`src/rtl/smbb_pkg.sv`:
```
`timescale 1ns/1ps
package smbb_pkg;
  typedef enum logic [1:0] {
    BUS_SEND = 2'd0,
    BUS_RECV = 2'd1,
    BUS_STOP = 2'd2
  } bus_op_e;

  typedef enum logic [1:0] {
    OP_BLK_WR = 2'd0,
    OP_BLK_RD = 2'd1,
    OP_I2C_RD = 2'd2
  } xfer_op_e;

  typedef enum logic [3:0] {
    S_IDLE, S_LAUNCH, S_TX, S_RXCNT, S_RX, S_RDLOAD, S_HS,
    S_DRAIN, S_I2C_OFS, S_I2C_RX, S_I2C_RXL, S_STOP
  } seq_st_e;

  localparam int unsigned CLR_DONE = 0;
  localparam int unsigned CLR_ERR  = 1;
  localparam int unsigned CLR_BYTE = 2;
endpackage

```
`src/rtl/smbb_buf.sv`:
```
`timescale 1ns/1ps
module smbb_buf #(
  parameter int unsigned DEPTH = 32,
  parameter int unsigned DW    = 8,
  localparam int unsigned AW   = $clog2(DEPTH)
) (
  input  logic          clk,
  input  logic          we,
  input  logic [AW-1:0] waddr,
  input  logic [DW-1:0] wdata,
  input  logic [AW-1:0] raddr,
  output logic [DW-1:0] rdata
);
  logic [DW-1:0] mem [DEPTH];

  always_ff @(posedge clk) begin
    if (we) mem[waddr] <= wdata;
  end

  assign rdata = mem[raddr];
endmodule

```
`src/rtl/smbb_ctl.sv`:
```
`timescale 1ns/1ps
module smbb_ctl
  import smbb_pkg::*;
#(
  parameter int unsigned DEPTH = 32,
  parameter int unsigned DW    = 8,
  localparam int unsigned AW   = $clog2(DEPTH),
  localparam int unsigned IW   = AW + 1
) (
  input  logic          clk,
  input  logic          rst_n,
  input  logic          buf_mode,
  input  logic          start,
  input  logic [1:0]    op,
  input  logic          last_byte,
  input  logic [DW-1:0] ofs,
  input  logic          cnt_we,
  input  logic [DW-1:0] cnt_wdata,
  input  logic          blk_we,
  input  logic [DW-1:0] blk_wdata,
  input  logic          blk_rd,
  input  logic [2:0]    sts_clr,
  output logic          mem_we,
  output logic [AW-1:0] mem_waddr,
  output logic [DW-1:0] mem_wdata,
  output logic [AW-1:0] mem_raddr,
  input  logic [DW-1:0] mem_rdata,
  output logic [DW-1:0] blk_rdata,
  output logic [DW-1:0] cnt,
  output logic          busy,
  output logic          done,
  output logic          byte_done,
  output logic          dev_err,
  output logic          bus_req,
  output logic [1:0]    bus_op,
  output logic [DW-1:0] bus_wdata,
  output logic          bus_nack,
  input  logic          bus_ack,
  input  logic [DW-1:0] bus_rdata,
  input  logic          bus_nak
);
  seq_st_e       st_q, st_d;
  logic [1:0]    op_q, op_d;
  logic [IW-1:0] idx_q, idx_d, idx_inc, tx_next;
  logic [DW-1:0] cnt_q, cnt_d, blk_q, blk_d;
  logic          busy_q, busy_d, done_q, done_d, bdone_q, bdone_d;
  logic          err_q, err_d, hdr_q, hdr_d, relaunch_q, relaunch_d;
  logic          mode_q, mode_d;
  logic          on_bus, hs_adv;

  assign idx_inc = idx_q + IW'(1);
  assign tx_next = hdr_q ? '0 : idx_inc;
  assign on_bus  = st_q inside {S_TX, S_RXCNT, S_RX, S_I2C_OFS, S_I2C_RX, S_I2C_RXL, S_STOP};
  assign hs_adv  = sts_clr[CLR_BYTE] && bdone_q && (st_q == S_HS);

  // bus side is decoded from state only
  always_comb begin
    bus_req   = on_bus;
    bus_op    = BUS_RECV;
    bus_wdata = '0;
    if (st_q == S_TX) begin
      bus_op    = BUS_SEND;
      bus_wdata = hdr_q ? cnt_q : mem_rdata;
    end else if (st_q == S_I2C_OFS) begin
      bus_op    = BUS_SEND;
      bus_wdata = ofs;
    end else if (st_q == S_STOP) begin
      bus_op    = BUS_STOP;
    end
    bus_nack = ((st_q == S_RX) && (DW'(idx_inc) == cnt_q)) || (st_q == S_I2C_RXL);
  end

  always_comb begin
    st_d       = st_q;
    op_d       = op_q;
    idx_d      = idx_q;
    cnt_d      = cnt_q;
    blk_d      = blk_q;
    busy_d     = busy_q;
    done_d     = done_q;
    bdone_d    = bdone_q;
    err_d      = err_q;
    hdr_d      = hdr_q;
    relaunch_d = relaunch_q;
    mode_d     = mode_q;
    mem_we     = 1'b0;
    mem_waddr  = idx_q[AW-1:0];
    mem_wdata  = blk_q;
    mem_raddr  = idx_q[AW-1:0];

    if (sts_clr[CLR_DONE]) done_d  = 1'b0;
    if (sts_clr[CLR_ERR])  err_d   = 1'b0;
    if (sts_clr[CLR_BYTE]) bdone_d = 1'b0;

    if (!on_bus) begin
      if (cnt_we) cnt_d = cnt_wdata;
      if (blk_we) begin
        if (buf_mode && st_q == S_IDLE) begin
          mem_we    = 1'b1;
          mem_wdata = blk_wdata;
          if (idx_q >= IW'(DEPTH)) begin
            mem_waddr = '0;
            idx_d     = IW'(1);
          end else begin
            idx_d     = idx_inc;
          end
        end else if (!buf_mode) begin
          blk_d = blk_wdata;
        end
      end
    end

    unique case (st_q)
      S_IDLE: ;
      S_LAUNCH: begin
        mode_d = buf_mode;
        if (err_q) begin
          busy_d = 1'b0;
          st_d   = S_IDLE;
        end else begin
          unique case (op_q)
            OP_BLK_WR: begin
              if (buf_mode) begin
                if (DW'(idx_q) != cnt_q) begin
                  err_d  = 1'b1;
                  busy_d = 1'b0;
                  idx_d  = '0;
                  st_d   = S_IDLE;
                end else begin
                  busy_d = 1'b1;
                  hdr_d  = 1'b1;
                  idx_d  = '0;
                  st_d   = S_TX;
                end
              end else begin
                mem_we    = 1'b1;
                mem_waddr = '0;
                mem_wdata = blk_q;
                idx_d     = '0;
                busy_d    = 1'b1;
                bdone_d   = 1'b1;
                st_d      = S_HS;
              end
            end
            OP_BLK_RD: begin busy_d = 1'b1; idx_d = '0; st_d = S_RXCNT; end
            OP_I2C_RD: begin busy_d = 1'b1; idx_d = '0; st_d = S_I2C_OFS; end
            default:   begin err_d = 1'b1; busy_d = 1'b0; st_d = S_IDLE; end
          endcase
        end
      end
      S_TX: begin
        if (bus_ack) begin
          hdr_d = 1'b0;
          idx_d = tx_next;
          if (DW'(tx_next) == cnt_q) begin
            done_d = 1'b1;
            busy_d = 1'b0;
            idx_d  = '0;
            st_d   = S_IDLE;
          end
        end
      end
      S_RXCNT: begin
        if (bus_ack && (bus_rdata == '0 || bus_rdata > DW'(DEPTH))) begin
          err_d  = 1'b1;
          busy_d = 1'b0;
          st_d   = S_IDLE;
        end else if (bus_ack) begin
          cnt_d = bus_rdata;
          idx_d = '0;
          st_d  = S_RX;
        end
      end
      S_RX: begin
        if (bus_ack) begin
          mem_we    = 1'b1;
          mem_wdata = bus_rdata;
          if (DW'(idx_inc) == cnt_q) begin
            idx_d = '0;
            if (mode_q) begin
              done_d = 1'b1;
              st_d   = S_DRAIN;
            end else begin
              st_d   = S_RDLOAD;
            end
          end else begin
            idx_d = idx_inc;
          end
        end
      end
      S_RDLOAD: begin
        blk_d   = mem_rdata;
        bdone_d = 1'b1;
        st_d    = S_HS;
      end
      S_HS: begin
        if (hs_adv) begin
          unique case (op_q)
            OP_BLK_WR: begin
              if (DW'(idx_inc) == cnt_q) begin
                hdr_d = 1'b1;
                idx_d = '0;
                st_d  = S_TX;
              end else begin
                mem_we    = 1'b1;
                mem_waddr = idx_inc[AW-1:0];
                mem_wdata = blk_q;
                idx_d     = idx_inc;
                bdone_d   = 1'b1;
              end
            end
            OP_BLK_RD: begin
              mem_raddr = idx_inc[AW-1:0];
              blk_d     = mem_rdata;
              if (last_byte) begin
                done_d = 1'b1;
                busy_d = 1'b0;
                idx_d  = '0;
                st_d   = S_IDLE;
              end else begin
                idx_d   = idx_inc;
                bdone_d = 1'b1;
              end
            end
            default: begin
              idx_d = idx_inc;
              st_d  = last_byte ? S_I2C_RXL : S_I2C_RX;
            end
          endcase
        end
      end
      S_DRAIN: begin
        if (blk_rd) begin
          if (DW'(idx_inc) == cnt_q) begin
            busy_d = 1'b0;
            idx_d  = '0;
            st_d   = S_IDLE;
          end else begin
            idx_d = idx_inc;
          end
        end
      end
      S_I2C_OFS: if (bus_ack) st_d = S_I2C_RX;
      S_I2C_RX: begin
        if (bus_ack) begin
          blk_d   = bus_rdata;
          bdone_d = 1'b1;
          st_d    = S_HS;
        end
      end
      S_I2C_RXL: begin
        if (bus_ack) begin
          blk_d = bus_rdata;
          st_d  = S_STOP;
        end
      end
      S_STOP: begin
        if (bus_ack && relaunch_q) begin
          relaunch_d = 1'b0;
          st_d       = S_LAUNCH;
        end else if (bus_ack) begin
          done_d = 1'b1;
          busy_d = 1'b0;
          idx_d  = '0;
          st_d   = S_IDLE;
        end
      end
      default: st_d = S_IDLE;
    endcase

    // a refused byte ends any exchange except the stop
    if (bus_ack && bus_nak && on_bus && st_q != S_STOP) begin
      mem_we  = 1'b0;
      err_d   = 1'b1;
      busy_d  = 1'b0;
      bdone_d = 1'b0;
      idx_d   = '0;
      st_d    = S_IDLE;
    end

    if (start && !on_bus) begin
      mem_we  = 1'b0;
      op_d    = op;
      bdone_d = 1'b0;
      if (st_q != S_IDLE) idx_d = '0;
      if (st_q == S_HS && op_q == OP_I2C_RD) begin
        relaunch_d = 1'b1;
        st_d       = S_STOP;
      end else begin
        st_d = S_LAUNCH;
      end
    end
  end

  always_ff @(posedge clk or negedge rst_n) begin
    if (!rst_n) begin
      st_q       <= S_IDLE;
      op_q       <= OP_BLK_WR;
      idx_q      <= '0;
      cnt_q      <= '0;
      blk_q      <= '0;
      busy_q     <= 1'b0;
      done_q     <= 1'b0;
      bdone_q    <= 1'b0;
      err_q      <= 1'b0;
      hdr_q      <= 1'b0;
      relaunch_q <= 1'b0;
      mode_q     <= 1'b0;
    end else begin
      st_q       <= st_d;
      op_q       <= op_d;
      idx_q      <= idx_d;
      cnt_q      <= cnt_d;
      blk_q      <= blk_d;
      busy_q     <= busy_d;
      done_q     <= done_d;
      bdone_q    <= bdone_d;
      err_q      <= err_d;
      hdr_q      <= hdr_d;
      relaunch_q <= relaunch_d;
      mode_q     <= mode_d;
    end
  end

  assign blk_rdata = (st_q == S_DRAIN) ? mem_rdata : blk_q;
  assign cnt       = cnt_q;
  assign busy      = busy_q;
  assign done      = done_q;
  assign byte_done = bdone_q;
  assign dev_err   = err_q;
endmodule

```
`src/rtl/smb_blk_seq.sv`:
```
`timescale 1ns/1ps
module smb_blk_seq #(
  parameter int unsigned DEPTH = 32,
  parameter int unsigned DW    = 8,
  localparam int unsigned AW   = $clog2(DEPTH)
) (
  input  logic          clk,
  input  logic          rst_n,
  input  logic          buf_mode_i,
  input  logic          start_i,
  input  logic [1:0]    op_i,
  input  logic          last_byte_i,
  input  logic [DW-1:0] ofs_i,
  input  logic          cnt_we_i,
  input  logic [DW-1:0] cnt_wdata_i,
  input  logic          blk_we_i,
  input  logic [DW-1:0] blk_wdata_i,
  input  logic          blk_rd_i,
  input  logic [2:0]    sts_clr_i,
  output logic [DW-1:0] blk_rdata_o,
  output logic [DW-1:0] cnt_o,
  output logic          busy_o,
  output logic          done_o,
  output logic          byte_done_o,
  output logic          dev_err_o,
  output logic          bus_req_o,
  output logic [1:0]    bus_op_o,
  output logic [DW-1:0] bus_wdata_o,
  output logic          bus_nack_o,
  input  logic          bus_ack_i,
  input  logic [DW-1:0] bus_rdata_i,
  input  logic          bus_nak_i
);
  logic          mem_we;
  logic [AW-1:0] mem_waddr, mem_raddr;
  logic [DW-1:0] mem_wdata, mem_rdata;

  smbb_buf #(.DEPTH(DEPTH), .DW(DW)) u_buf (
    .clk   (clk),
    .we    (mem_we),
    .waddr (mem_waddr),
    .wdata (mem_wdata),
    .raddr (mem_raddr),
    .rdata (mem_rdata)
  );

  smbb_ctl #(.DEPTH(DEPTH), .DW(DW)) u_ctl (
    .clk       (clk),
    .rst_n     (rst_n),
    .buf_mode  (buf_mode_i),
    .start     (start_i),
    .op        (op_i),
    .last_byte (last_byte_i),
    .ofs       (ofs_i),
    .cnt_we    (cnt_we_i),
    .cnt_wdata (cnt_wdata_i),
    .blk_we    (blk_we_i),
    .blk_wdata (blk_wdata_i),
    .blk_rd    (blk_rd_i),
    .sts_clr   (sts_clr_i),
    .mem_we    (mem_we),
    .mem_waddr (mem_waddr),
    .mem_wdata (mem_wdata),
    .mem_raddr (mem_raddr),
    .mem_rdata (mem_rdata),
    .blk_rdata (blk_rdata_o),
    .cnt       (cnt_o),
    .busy      (busy_o),
    .done      (done_o),
    .byte_done (byte_done_o),
    .dev_err   (dev_err_o),
    .bus_req   (bus_req_o),
    .bus_op    (bus_op_o),
    .bus_wdata (bus_wdata_o),
    .bus_nack  (bus_nack_o),
    .bus_ack   (bus_ack_i),
    .bus_rdata (bus_rdata_i),
    .bus_nak   (bus_nak_i)
  );
endmodule

```
`config.mk`:
```
export PLATFORM = sky130hd
export DESIGN_NAME = smb_blk_seq
export DESIGN_NICKNAME = d
export VERILOG_FILES = /design/src/rtl/smbb_pkg.sv /design/src/rtl/smbb_buf.sv /design/src/rtl/smbb_ctl.sv /design/src/rtl/smb_blk_seq.sv
export SDC_FILE = /design/constraint.sdc
export NUM_CORES = 1
export LEC_CHECK = 0
export BUFFER_PORTS_ARGS = -buffer_cell sky130_fd_sc_hd__buf_2
export CAP_MARGIN = 5
export CORE_MARGIN = 2
export CORE_UTILIZATION = 40
export CTS_CLUSTER_SIZE = 8
export DETAILED_ROUTE_END_ITERATION = 6
export GPL_TIMING_DRIVEN = 0
export PLACE_DENSITY_LB_ADDON = 0.15
export SLEW_MARGIN = 5
export SYNTH_ARGS = -nofsm -noshare
export SYNTH_HDL_FRONTEND = slang
export SYNTH_SLANG_ARGS = --single-unit
```
`constraint.sdc`:
```
create_clock -name clk -period 5.3 [get_ports clk]
set_input_delay 0.265 -clock clk [delete_from_list [all_inputs] [get_ports clk]]
set_output_delay 0.265 -clock clk [all_outputs]
set_load 0.05 [all_outputs]
```
# == Word level (Yosys, flattened, before mapping) ==
# Memory sizes are Yosys's and may differ from the RTL's.
# Index checks and enable logic that the tools add are counted.
# W data, S select, Z words.
# op_classes
eq_ne,50
n_lt_le_gt_ge,2
n_addsub,1
n_reduce_logical,27
muxes,169
# op_table
cell,count
$mux W8,26
$mux W6,20
$mux W4,20
$mux W1,66
$mux W5,13
$pmux W4 S12,1
$pmux W8 S3,2
$pmux W6 S7,1
$ne A4 B4 Y1 const B,8
$ne A3 B3 Y1 const B,8
$ne A5 B5 Y1 const B,4
$eq A4 B3 Y1 const B,4
$eq A4 B4 Y1 const B,4
$eq A6 B8 Y1,2
$reduce_and A15 Y1,1
$reduce_bool A7 Y1,2
$mux W2,6
$ne A2 B2 Y1 const B,6
$pmux W4 S3,1
$pmux W6 S2,1
$logic_and A1 B1 Y1,11
$reduce_and A11 Y1,1
$pmux W5 S2,1
$reduce_and A9 Y1,1
other kinds (29),39
# totals
regBits,35
n_memories,1
out_inout_bits,32
mem_bits_rw,256
word_cells,262
in_bits,47
# mem_list
memory,depth,width,rd,rd_clocked_by_memory_dff,write_ports,line,text
u_buf.mem,32,8,1,0,1,smbb_buf.sv:14,logic [DW-1:0] mem [DEPTH];

# == Logic depth before layout (Yosys ltp) ==
# Gate-level depths: netlist (run 1).
# logic_depth
depth_word,13
mapped_depth,16
ltp_nobuf,10

# == Cells and area by module ==
# A second synthesis (run 1) with hierarchy kept.
# unflattened
hier_cells,949
area_unflattened_um2,13944.6
# by_module_without_submodules
module,seq_area_each_um2,n_inst,area_per_inst_um2,cells_each
smbb_buf,7687.4,1,9893.2,409
smbb_ctl,875.8,1,4051.4,540

# == Least setup slack after synthesis (run 1) ==
# Ideal clock, no wire load.
# synth_path
path_type,register -> output
startpoint,register u_ctl.idx_q[1]
endpoint,output port blk_rdata_o[7]
stages_incl_launch_ff,16
t_required_ps,5035
path_buffers,7
arrival_time_ps,4408
setup_slack_ps,627
path_cell_list,dfrtp_1 > buf_6 > buf_2 > buf_2 > buf_2 > inv_1 > ha_1 > buf_2 > buf_1 > clkbuf_1 > mux4_2 > nand2_1 > a21oi_1 > nor3_1 > o2bb2ai_1 > o21ai_0
# synth_between
elab_chain_cells,6
# synth_lines
item,line,text
start: declaration,smbb_ctl.sv:44,"logic [IW-1:0] idx_q, idx_d, idx_inc, tx_next;"
start signal: assignment,smbb_ctl.sv:312,idx_q <= idx_d;
$add A6 B1 Y6,smbb_ctl.sv:51,assign idx_inc = idx_q + IW'(1);
$mux W5,smbb_ctl.sv:198,unique case (op_q)
$mux W5,smbb_ctl.sv:197,if (hs_adv) begin
$mux W5 *,smbb_ctl.sv:113,unique case (st_q)
$mem_v2 Z32 W8 *,-,
$mux W8 *,smbb_ctl.sv:325,assign blk_rdata = (st_q == S_DRAIN) ? mem_rdata : blk_q;
end: declaration,smb_blk_seq.sv:20,"output logic [DW-1:0] blk_rdata_o,"
# Every way passes the cells marked *; elsewhere a longest branch is shown, timed or not.

# == Worst setup path in the final report (run 1) ==
# layout_path
startpoint,register u_ctl.op_q[1]
endpoint,output port blk_rdata_o[5]
# layout_between
elab_chain_cells,6
# layout_lines
item,line,text
start: declaration,smbb_ctl.sv:43,"logic [1:0] op_q, op_d;"
start signal: assignment,smbb_ctl.sv:311,op_q <= op_d;
$eq A2 B1 Y1,smbb_ctl.sv:198,
$mux W5,smbb_ctl.sv:198,
$mux W5,smbb_ctl.sv:197,
$mux W5,smbb_ctl.sv:113,
$mem_v2 Z32 W8,-,
$mux W8,smbb_ctl.sv:325,
# No other way between the ends.

==> results.ini, run 1 <==
[outcome]
status = completed

[logic_synthesis]
syn-num-nets = 1331
synth-compound-area-share = 0.126
synth_largest_area_cell = edfxtp_1
synth_edf_count = 256
synth_mux_area_frac = 0.207
ys.flop_type = edfxtp_1
async_flop_share = 0.120
ys_ff_latch = 291
synth_seq_area_share = 0.524
ys_warn_count = 0
synthCells = 1276
synth-simple-area-share = 0.0992
synth_area_leaders = edfxtp_1 47%, mux4_2 16%, dfrtp_1 5.4%
netlist_area_um2 = 16300
synth_fa_ha_area_frac = 0.00613
syn_area_per_cell_um2 = 12.8
yosys.area.top_type_share = 0.470
synth_cell_types = 81
synth_top_family_by_area = multiplexers
synth-xor-area-share = 0.00835

[clock_tree]
worstSkewPairLatency_ns = 0.56
clk_pin_slew_ns = 0.05
cts_buffer_depth = 3
htreeDepth = 2
cts_tree = yes
numCtsBuffers = 42
cts_root_buffer = clkbuf_16
cts_sinks = 291

[worst_setup_path]
critPathKind = register to output port
critPathMaxFanout = 10
reg2regPathDepth = 14
worstPathArrival_ns = 4.91
max_stage_delay_ns = 0.57
cp.required_ns = 5.04
endpoint_kind = output port
cp_cell_sequence = inv_1 -> ha_1 -> nand3_1 -> nor2_2 -> nand2_1 -> a31oi_2 -> clkbuf_2 -> a21oi_1 -> nor3_1 -> o2bb2ai_2 -> o21ai_0 -> buf_2
start_kind = register
cp_slowest_cell = a31oi_2

[die]
io_pins = 79
die_x_um = 206
core_area_um2 = 40600
dieArea_um2 = 42500
start_util = 0.403
die_y_um = 206
rows = 74

[detailed_routing]
first_pass_iters = 6
wire_per_inst_um = 27.5
drc = 0
routed_via_density = 6.27
drtIter0Drc = 1614
ant_nets = 0
drt_wl_total_um = 53800
route.vias.total = 12300

[sta]
worstMarginPinSlew_ns = 1.28
rsz0062_at_grt = false
final-setup-viol-count = 0
setup_slack_ns = 0.129
final-hold-violation-count = 0
max_freq_ghz = 0.193
final_max_slew_viol_count = 0
hold_ws_ns = 0.0288
finClkSkew_ns = 0.0249
period_share = 0.976
period_needed_ns = 5.17
slew_headroom = 0.144

[placement]
place_area_um2 = 17500
place_congestion = 0.933
portBuffers = 76
place_hpwl_um = 38400
place_ws_ns = -1.17

[finish]
seq_area_um2 = 8560
utilization = 0.466
fillers = 3672
drive_gt1_frac = 0.227
fin_area_um2 = 18900
final_nets = 1464
antenna-diode-count = 0
multiInputGateArea_um2 = 7420
syn2layout_area_growth_pct = 15.6

[power]
power_leakage_nw = 6.39
peakVddDrop_mv = 0.339
power_density_nw_per_um2 = 487

[global_routing]
grt_pass1_wl_um = 79500
first_global_vias = 11900
antenna_found_initial = 0
gr-total-overflow = 0
grtUsageTotal = 0.258
grt_max_degree = 36

[worst_hold_path]
hold_depth = 3
hp-class = input pin to register

[run]
cap_violations = 0

## layout make-up
cell class | instances | share of cell area
buffer | 85 | 0.0210
clock inverter | 2 | 0.000663
clock buffer | 58 | 0.0605
multi-input combinational | 874 | 0.393
inverter | 22 | 0.00437
tap | 532 | 0.0353
timing repair buffer | 93 | 0.0317
sequential | 291 | 0.454
## synth_stat cells (all sizes together) (6+ instances only)
cell type and count:
edfxtp 256, nand2 131, mux4 117, a21oi 101, nor2 94, o21ai 72, mux2i 68, clkbuf 47
buf 42, dfrtp 35, nor3 33, nand3 22, inv 21, o22ai 18, a2bb2oi 11, a22oi 10
a32oi 10, and2 10, o211ai 10, o221ai 10, a31oi 9, o22a 9, ha 8, nand2b 8
a211oi 7, nor2b 7, o2bb2ai 7, xor2 7, a2111oi 6, mux2 6
## worst max-delay path, delay by kind of cell, from the launching register on
kind	cells	cell delay [ns]
buffers and inverters	3	0.82
and+or+nand+nor	4	1.38
DFF	1	0.46
adders and majority gates	1	0.42
AOI/OAI and AO/OA	4	1.26
## power breakdown
part	switching, mW	internal [mW]	leakage [nW]
Clock	0.957	1.47	0.560
Sequential	0.138	3.09	2.75
Combinational	2.35	1.19	3.08
## placed cells by master, fill, tap and decap left out, types with 9 or more instances in the layout
cell,synthesis,final
mux2i_1,68,68
nor2_1,92,92
clkbuf_2,2,9
o21ai_0,68,68
nand2_1,130,128
dlygate4sd3_1,0,13
nand3_1,22,22
clkbuf_16,0,43
edfxtp_1,256,256
o22ai_1,18,18
clkbuf_1,45,51
inv_1,21,21
a32oi_1,10,10
o22a_1,9,9
a21oi_1,100,100
o211ai_1,10,10
dfrtp_1,35,35
a22oi_1,10,10
nor3_1,32,30
buf_2,27,103
o221ai_1,10,10
and2_1,10,10
mux4_2,117,117
## kinds of logic (layout without fill, tap and decap cells)
group | count (synthesis) | count (layout)
compound gates | 315 | 315
xor+xnor | 13 | 13
fa+ha+maj | 8 | 8
buf+inv | 111 | 260
flops | 291 | 291
mux | 191 | 191
simple gates | 347 | 347
## metrics by stage
step / power (mW) / setup TNS [ns] / instances
finish: 9.20 / 0 / 1957
global route: 9.59 / 0 / 1957
CTS: 9.22 / 0 / 1959
detailed placement: 6.75 / -50.80 / 1888
global placement: 6.55 / -124.18 / 1884
floorplan: 5.41 / 0 / 1276
## worst paths after layout
check | from | to | slack (ns)
worst min register to register | u_ctl.busy$_DFFE_PN0P_ | u_ctl.busy$_DFFE_PN0P_ | 0.49
worst max-delay path | u_ctl.op_q[1]$_DFFE_PN0P_ | blk_rdata_o[5] | 0.13
worst max register to register | u_ctl.idx_q[1]$_DFF_PN0_ | u_buf.mem[23][4]$_DFFE_PP_ | 0.52
max in group asynchronous | rst_n | u_ctl.blk_q[1]$_DFF_PN0_ | 4.38
min in group asynchronous | rst_n | u_ctl.cnt[0]$_DFF_PN0_ | 0.36
worst min-delay path | cnt_wdata_i[1] | u_ctl.cnt[1]$_DFF_PN0_ | 0.03
## state kept, by name, indices dropped and copies added, names as in the netlist
| signal | flops |
|---|---|
| u_buf.mem | 256 |
| u_ctl.blk_q | 8 |
| u_ctl.cnt | 8 |
| u_ctl.idx_q | 6 |
| u_ctl.st_q | 4 |
| u_ctl.op_q | 2 |
| u_ctl.busy | 1 |
| u_ctl.byte_done | 1 |
| u_ctl.dev_err | 1 |
| u_ctl.done | 1 |
| u_ctl.hdr_q | 1 |
| u_ctl.mode_q | 1 |
| u_ctl.relaunch_q | 1 |
## repair_timing
action / CTS / global route
hold buffers: 13 / 0
hold endpoints to repair: 44 / 0
setup buffers: 0 / 0
resized for setup: 24 / 11
setup endpoints to repair: 231 / 30
## per-layer routing
metal	GRT usage	share of wire	routed length, um	vias up
met5	0	0	0	-
met2	0.402	0.45	24400	626
met4	0.0834	0.031	1670	0
met1	0.360	0.42	22800	6203
li1	-	-	-	5336
met3	0.0546	0.091	4870	109
Note: power is estimated with default switching activity, not from simulation.
==> run 2: changes to the inputs <==
--- a/config.mk
+++ b/config.mk
@@ -5,6 +5,7 @@
 export SDC_FILE = /design/constraint.sdc
 export NUM_CORES = 1
 export LEC_CHECK = 0
+export ABC_CLOCK_PERIOD_IN_PS = 4860
 export BUFFER_PORTS_ARGS = -buffer_cell sky130_fd_sc_hd__buf_2
 export CAP_MARGIN = 5
 export CORE_MARGIN = 2
==> constraint.sdc (replaced) <==
create_clock -name clk -period 4.86 [get_ports clk]
set_input_delay 0.243 -clock clk [delete_from_list [all_inputs] [get_ports clk]]
set_output_delay 0.243 -clock clk [all_outputs]
set_load 0.05 [all_outputs]
==> run 2 against run 1 <==
Against the previous run:
- first-iteration DRC count shrank 6.3%
- flip-flop and latch count unchanged
- via count increased by 0.29%
- die area unchanged
- largest cell class unchanged
- largest power group unchanged
==> results.ini, run 2 (synthesis results as in run 1) <==
[finish]
final_nets = 1472  ; was 1,464
antenna-diode-count = 0  ; unchanged
seq_area_um2 = 8560  ; unchanged
fillers = 3643  ; was 3,672
syn2layout_area_growth_pct = 17.2  ; was 15.6%
drive_gt1_frac = 0.249  ; was 0.227
mostFrequentLayoutCells = 256 x edfxtp_1, 127 x nand2_1, 117 x mux4_2  ; was 256 x edfxtp_1, 128 x nand2_1, 117 x mux4_2
largest_register_ffs = 256  ; unchanged
top_register = u_buf.mem  ; unchanged
mostFrequentLayoutCell = edfxtp_1  ; unchanged
multiInputGateArea_um2 = 7580  ; was 7420 um^2
fin_cells = 1965  ; was 1,957

[clock_tree]
htreeDepth = 2  ; unchanged
cts_root_buffer = clkbuf_16  ; unchanged
cts_tree = yes  ; unchanged
cts_setup_buffers = 0  ; unchanged
clk_pin_slew_ns = 0.05  ; about the same
numCtsBuffers = 42  ; unchanged
cts_buffer_depth = 3  ; unchanged
worstSkewPairLatency_ns = 0.56  ; about the same
cts_sinks = 291  ; unchanged

[die]
start_util = 0.403  ; unchanged
die_x_um = 206  ; unchanged
dieArea_um2 = 42500  ; unchanged
die_y_um = 206  ; unchanged
io_pins = 79  ; unchanged
core_area_um2 = 40600  ; unchanged
rows = 74  ; unchanged

[worst_setup_path]
worstPathArrival_ns = 4.93  ; was 4.91 ns
critPathMaxFanout = 14  ; was 10
critPathKind = register to register  ; was register to output port
endpoint_kind = register  ; was output port
cp_slowest_cell = nor2_1  ; was a31oi_2
start_kind = register  ; unchanged
max_stage_delay_ns = 0.79  ; was 0.57 ns
reg2regPathDepth = 12  ; was 14
cp.required_ns = 5.02  ; was 5.04 ns
cp_cell_sequence = inv_1 -> ha_2 -> xor2_1 -> nor3_1 -> o21ai_1 -> nor3_2 -> buf_4 -> a211oi_1 -> a21oi_1 -> buf_2 -> nand3_1 -> nor2_1  ; was inv_1 -> ha_1 -> nand3_1 -> nor2_2 -> nand2_1 -> a31oi_2 -> clkbuf_2 -> a21oi_1 -> nor3_1 -> o2bb2ai_2 -> o21ai_0 -> buf_2

[sta]
slew_headroom = 0.113  ; was 0.144
period_needed_ns = 4.77
period_share = 0.982
final-setup-viol-count = 0  ; unchanged
final_max_slew_viol_count = 0  ; unchanged
hold_ws_ns = 0.0376  ; was 0.0288 ns
max_freq_ghz = 0.209
finClkSkew_ns = 0.0241  ; was 0.0249 ns
final-hold-violation-count = 0  ; unchanged
setup_slack_ns = 0.0859  ; was 0.129 ns
rsz0062_at_grt = true  ; was false
worstMarginPinSlew_ns = 1.33  ; was 1.28 ns

[global_routing]
gr-total-overflow = 0  ; unchanged
busiest_layer = met2  ; unchanged
grtUsageTotal = 0.258  ; about the same
antenna_found_initial = 0  ; unchanged
first_global_vias = 12000  ; was 11,900
grt_max_degree = 36  ; unchanged
grt_pass1_wl_um = 79600  ; was 79,500 um
use_met2 = 0.404  ; was 0.402
met3_usage = 0.0558  ; was 0.0546
grt.met1_usage = 0.359  ; was 0.360

[detailed_routing]
drt_wl_total_um = 53800  ; about the same
drtIter0Drc = 1513  ; was 1,614
wire_per_inst_um = 27.4  ; was 27.5 um
ant_nets = 0  ; unchanged
routed_via_density = 6.26  ; was 6.27
drc = 0  ; unchanged
route.vias.total = 12300  ; about the same
first_pass_iters = 6  ; unchanged

[run]
cap_violations = 0  ; unchanged

[worst_hold_path]
hold_depth = 3  ; unchanged
hp-class = input pin to register  ; unchanged

[placement]
place_hpwl_um = 38400  ; unchanged
place_ws_ns = -1.59  ; was -1.17 ns
place_congestion = 0.933  ; unchanged
dp.cells = 1888  ; unchanged
portBuffers = 76  ; unchanged

[power]
power_leakage_nw = 6.44  ; was 6.39 nW
peakVddDrop_mv = 0.372  ; was 0.339 mV
power_density_nw_per_um2 = 526  ; was 487 nW/um^2
power_mw = 10.1  ; was 9.20 mW

[outcome]
status = completed  ; unchanged

-- run 2: worst paths after layout --
kind | start | endpoint | slack, ns
worst max-delay path | u_ctl.idx_q[0]$_DFF_PN0_ | u_buf.mem[21][7]$_DFFE_PP_ | 0.09
worst min-delay path | cnt_wdata_i[0] | u_ctl.cnt[0]$_DFF_PN0_ | 0.04
worst max register to register | u_ctl.idx_q[0]$_DFF_PN0_ | u_buf.mem[21][7]$_DFFE_PP_ | 0.09
worst min register to register | u_ctl.busy$_DFFE_PN0P_ | u_ctl.busy$_DFFE_PN0P_ | 0.50
max in group asynchronous | rst_n | u_ctl.op_q[0]$_DFFE_PN0P_ | 3.96
min in group asynchronous | rst_n | u_ctl.cnt[0]$_DFF_PN0_ | 0.34
-- run 2: what timing repair did --
action | in CTS | in global routing
gates resized for setup | 55 | 39
hold endpoints to repair | 47 | 0
gates cloned | 0 | 0
pin swaps | 0 | 0
setup endpoints to repair | 278 | 223
hold buffers | 20 | 0
-- run 2: final cells by class --
class,count,area share
clock buffer,58,0.0596
buffer,86,0.0227
clock inverter,2,0.000653
sequential,291,0.447
inverter,22,0.00431
timing repair buffer,100,0.0349
multi-input combinational,874,0.396
tap,532,0.0348
-- run 2: per-stage QoR --
stage                     setup TNS, ns  cell area (um^2)  utilization
after global routing              -3.76             19200        0.472
final                                 0             19200        0.472
after floorplan                       0             16300            -
after CTS                             0             19000        0.470
after detailed placement        -164.71             17500        0.432
after global placement          -270.18             17400        0.429
-- run 2: power breakdown --
part	leakage, nW	total, mW	switching, mW	internal, mW
combinational	3.13	3.92	2.58	1.34
clock	0.560	2.64	1.04	1.60
sequential	2.75	3.52	0.151	3.37
-- run 2: metal layers --
metal	up-vias	share of wire	wire length [um]
met1	6227	0.42	22700
met4	0	0.031	1680
met5	-	0	0
li1	5355	-	-
met2	619	0.46	24500
met3	109	0.091	4900
-- run 2: worst max-delay path: cells and delay by family, from the launching register on --
kind / cells / cell delay [ns]
DFF: 1 / 0.41
and+or+nand+nor: 4 / 1.53
adders and majority gates: 1 / 0.49
xor gates and xnor gates: 1 / 0.20
AOI/OAI and AO/OA: 3 / 0.60
buffers and inverters: 3 / 1.13
==> run 3: changes to the inputs <==
--- a/config.mk
+++ b/config.mk
@@ -5,11 +5,11 @@
 export SDC_FILE = /design/constraint.sdc
 export NUM_CORES = 1
 export LEC_CHECK = 0
-export ABC_CLOCK_PERIOD_IN_PS = 4860
 export BUFFER_PORTS_ARGS = -buffer_cell sky130_fd_sc_hd__buf_2
 export CAP_MARGIN = 5
+export CORE_ASPECT_RATIO = 1.5
 export CORE_MARGIN = 2
-export CORE_UTILIZATION = 40
+export CORE_UTILIZATION = 30
 export CTS_CLUSTER_SIZE = 8
 export DETAILED_ROUTE_END_ITERATION = 6
 export GPL_TIMING_DRIVEN = 0
==> run 3 against run 2 <==
Against the previous run:
- sequential share of layout area is 1.1 points lower
- clock power hardly changed
- design area is 2.5% higher
- largest power group unchanged
- global-route usage is 4.1 points lower
- combinational power is 3% higher
- flip-flop and latch count stayed put
- final cell count is 8.1% higher
- count of clock-buffer cells in the layout is 1 lower
- worst setup slack worse by 0.013 ns
==> results.ini, run 3 (synthesis results as in run 1) <==
[outcome]
status = completed  ; unchanged

[worst_setup_path]
rrSetupSlack_ns = 0.07  ; was 0.09 ns
critPathMaxFanout = 10  ; was 14
critPathKind = register to register  ; unchanged
reg2regPathDepth = 16  ; was 12
r2r-end = u_buf.mem[21][2]$_DFFE_PP_  ; was u_buf.mem[21][7]$_DFFE_PP_
rr_startpoint = u_ctl.idx_q[1]$_DFF_PN0_  ; was u_ctl.idx_q[0]$_DFF_PN0_
endpoint_kind = register  ; unchanged
worstPathArrival_ns = 4.95  ; was 4.93 ns
cp.required_ns = 5.02  ; about the same
start_kind = register  ; unchanged

[sta]
final-setup-viol-count = 0  ; unchanged
max_freq_ghz = 0.209  ; about the same
finClkSkew_ns = 0.0275  ; was 0.0241 ns
hold_ws_ns = 0.0259  ; was 0.0376 ns
worstMarginPinSlew_ns = 1.26  ; was 1.33 ns
setup_slack_ns = 0.0731  ; was 0.0859 ns
final_max_slew_viol_count = 0  ; unchanged
final-hold-violation-count = 0  ; unchanged
period_needed_ns = 4.79  ; was 4.77 ns
rsz0062_at_grt = true  ; unchanged
slew_headroom = 0.160  ; was 0.113
period_share = 0.985  ; was 0.982

[detailed_routing]
drc = 0  ; unchanged
drtIter0Drc = 923  ; was 1,513
first_pass_iters = 5  ; was 6
routed_via_density = 5.79  ; was 6.26
ant_nets = 0  ; unchanged
wire_per_inst_um = 29.1  ; was 27.4 um
route.vias.total = 12300  ; about the same
drt_wl_total_um = 61800  ; was 53,800 um

[die]
core_area_um2 = 53700  ; was 40,600 um^2
dieArea_um2 = 56400  ; was 42,500 um^2
die_x_um = 195  ; was 206 um
rows = 104  ; was 74
io_pins = 79  ; unchanged
start_util = 0.304  ; was 0.403
die_y_um = 290  ; was 206 um

[global_routing]
first_global_vias = 12600  ; was 12,000
antenna_found_initial = 0  ; unchanged
grtUsageTotal = 0.217  ; was 0.258
grt_pass1_wl_um = 89300  ; was 79,600 um
gr-total-overflow = 0  ; unchanged
grt_max_degree = 36  ; unchanged

[clock_tree]
cts_tree = yes  ; unchanged
cts_sinks = 291  ; unchanged
worstSkewPairLatency_ns = 0.55  ; was 0.56 ns
numCtsBuffers = 42  ; unchanged
clk_pin_slew_ns = 0.06  ; was 0.05 ns
cts_root_buffer = clkbuf_16  ; unchanged
cts_buffer_depth = 3  ; unchanged
htreeDepth = 2  ; unchanged

[finish]
mostFrequentLayoutCell = edfxtp_1  ; unchanged
fin_cells = 2124  ; was 1,965
drive_gt1_frac = 0.277  ; was 0.249
final_nets = 1473  ; was 1,472
largest_register_ffs = 256  ; unchanged
antenna-diode-count = 0  ; unchanged
syn2layout_area_growth_pct = 20.2  ; was 17.2%
fillers = 5202  ; was 3,643
mostFrequentLayoutCells = 256 x edfxtp_1, 128 x nand2_1, 117 x mux4_2  ; was 256 x edfxtp_1, 127 x nand2_1, 117 x mux4_2
top_register = u_buf.mem  ; unchanged

[placement]
place_congestion = 0.959  ; was 0.933
place_hpwl_um = 46300  ; was 38,400 um
dp.cells = 2045  ; was 1,888
portBuffers = 76  ; unchanged
place_ws_ns = -2.08  ; was -1.59 ns

[power]
power_density_nw_per_um2 = 522  ; was 526 nW/um^2
peakVddDrop_mv = 0.296  ; was 0.372 mV
power_leakage_nw = 6.45  ; was 6.44 nW

[run]
cap_violations = 0  ; unchanged

[worst_hold_path]
hold_end = u_ctl.dev_err$_DFF_PN0_  ; was u_ctl.cnt[0]$_DFF_PN0_
hold_depth = 3  ; unchanged
hp-class = input pin to register  ; unchanged
worstHoldStart = sts_clr_i[1]  ; was cnt_wdata_i[0]

## run 3: cell count changes in the layout (fill, tap and decap cells not counted), sizes merged
cell	previous run	this run
clkbuf	104	107
clkdlybuf4s15	0	1
clkinv	2	3
dlygate4sd3	20	12
buf	120	124
inv	22	23
## run 3: final cells by class
type | instances | area, um^2 | area share
Tap cell | 689 | 862 | 0.0439
Timing Repair Buffer | 98 | 658 | 0.0335
Buffer | 89 | 498 | 0.0254
Clock inverter | 4 | 37.5 | 0.00191
Clock buffer | 57 | 1120 | 0.0569
Sequential cell | 291 | 8560 | 0.436
Inverter | 22 | 82.6 | 0.00421
Multi-Input combinational cell | 874 | 7820 | 0.398
## run 3: worst max-delay path by stage
stage / endpoint / slack [ns] / cells past startpoint / startpoint
floorplan: blk_rdata_o[7] / 0.21 / 15 / u_ctl.idx_q[1]$_DFF_PN0_
finish: u_buf.mem[21][2]$_DFFE_PP_ / 0.07 / 16 / u_ctl.idx_q[1]$_DFF_PN0_
detailed placement: blk_rdata_o[1] / -2.08 / 15 / u_ctl.idx_q[1]$_DFF_PN0_
global route: u_buf.mem[5][4]$_DFFE_PP_ / -0.14 / 16 / u_ctl.idx_q[1]$_DFF_PN0_
global placement: blk_rdata_o[1] / -2.08 / 15 / u_ctl.idx_q[1]$_DFF_PN0_
CTS: u_buf.mem[15][1]$_DFFE_PP_ / -0.22 / 12 / u_ctl.idx_q[0]$_DFF_PN0_
## run 3: layer usage
metal  vias to the layer above  track usage  wire length, um
met4                         0        0.117             3620
met5                         -            0                0
li1                       5360            -                -
met2                       432        0.416            33800
met1                      6362        0.228            22000
met3                       153       0.0271             2390
## run 3: worst max-delay path, stage by stage, from the launching register on
cell and delay [ns]:
dfrtp_1 0.36, buf_6 0.17, buf_8 0.20, buf_8 0.21, buf_6 0.23, inv_1 0.07, ha_2 0.33, xor2_1 0.19
nor3_1 0.22, o21ai_1 0.20, nor3_2 0.44, buf_4 0.29, a211oi_1 0.08, a21oi_1 0.29, buf_2 0.28, nand3_1 0.31
nor2_2 0.49
## run 3: timing repair
| action | CTS | global route |
|---|---|---|
| resized for setup | 99 | 66 |
| endpoints found under the hold margin | 44 | 0 |
| setup endpoints to repair | 281 | 223 |
| hold buffers | 12 | 0 |
| buffers inserted | 4 | 2 |
| pin swaps | 4 | 5 |
## run 3: where the power goes
part | internal, mW | switching [mW]
combinational | 1.36 | 2.69
clock | 1.58 | 1.09
sequential | 3.37 | 0.161
## run 3: stage by stage
step | TNS (ns) | utilization | instance area (um^2) | total power [mW]
after detailed placement | -228.12 | 0.329 | 17700 | 7.47
after CTS | -17.42 | 0.361 | 19400 | 10.3
after global routing | -8.80 | 0.365 | 19600 | 10.7
final | 0 | 0.365 | 19600 | 10.2
after floorplan | 0 | - | 16300 | 5.90
after global placement | -371.05 | 0.327 | 17600 | 7.30
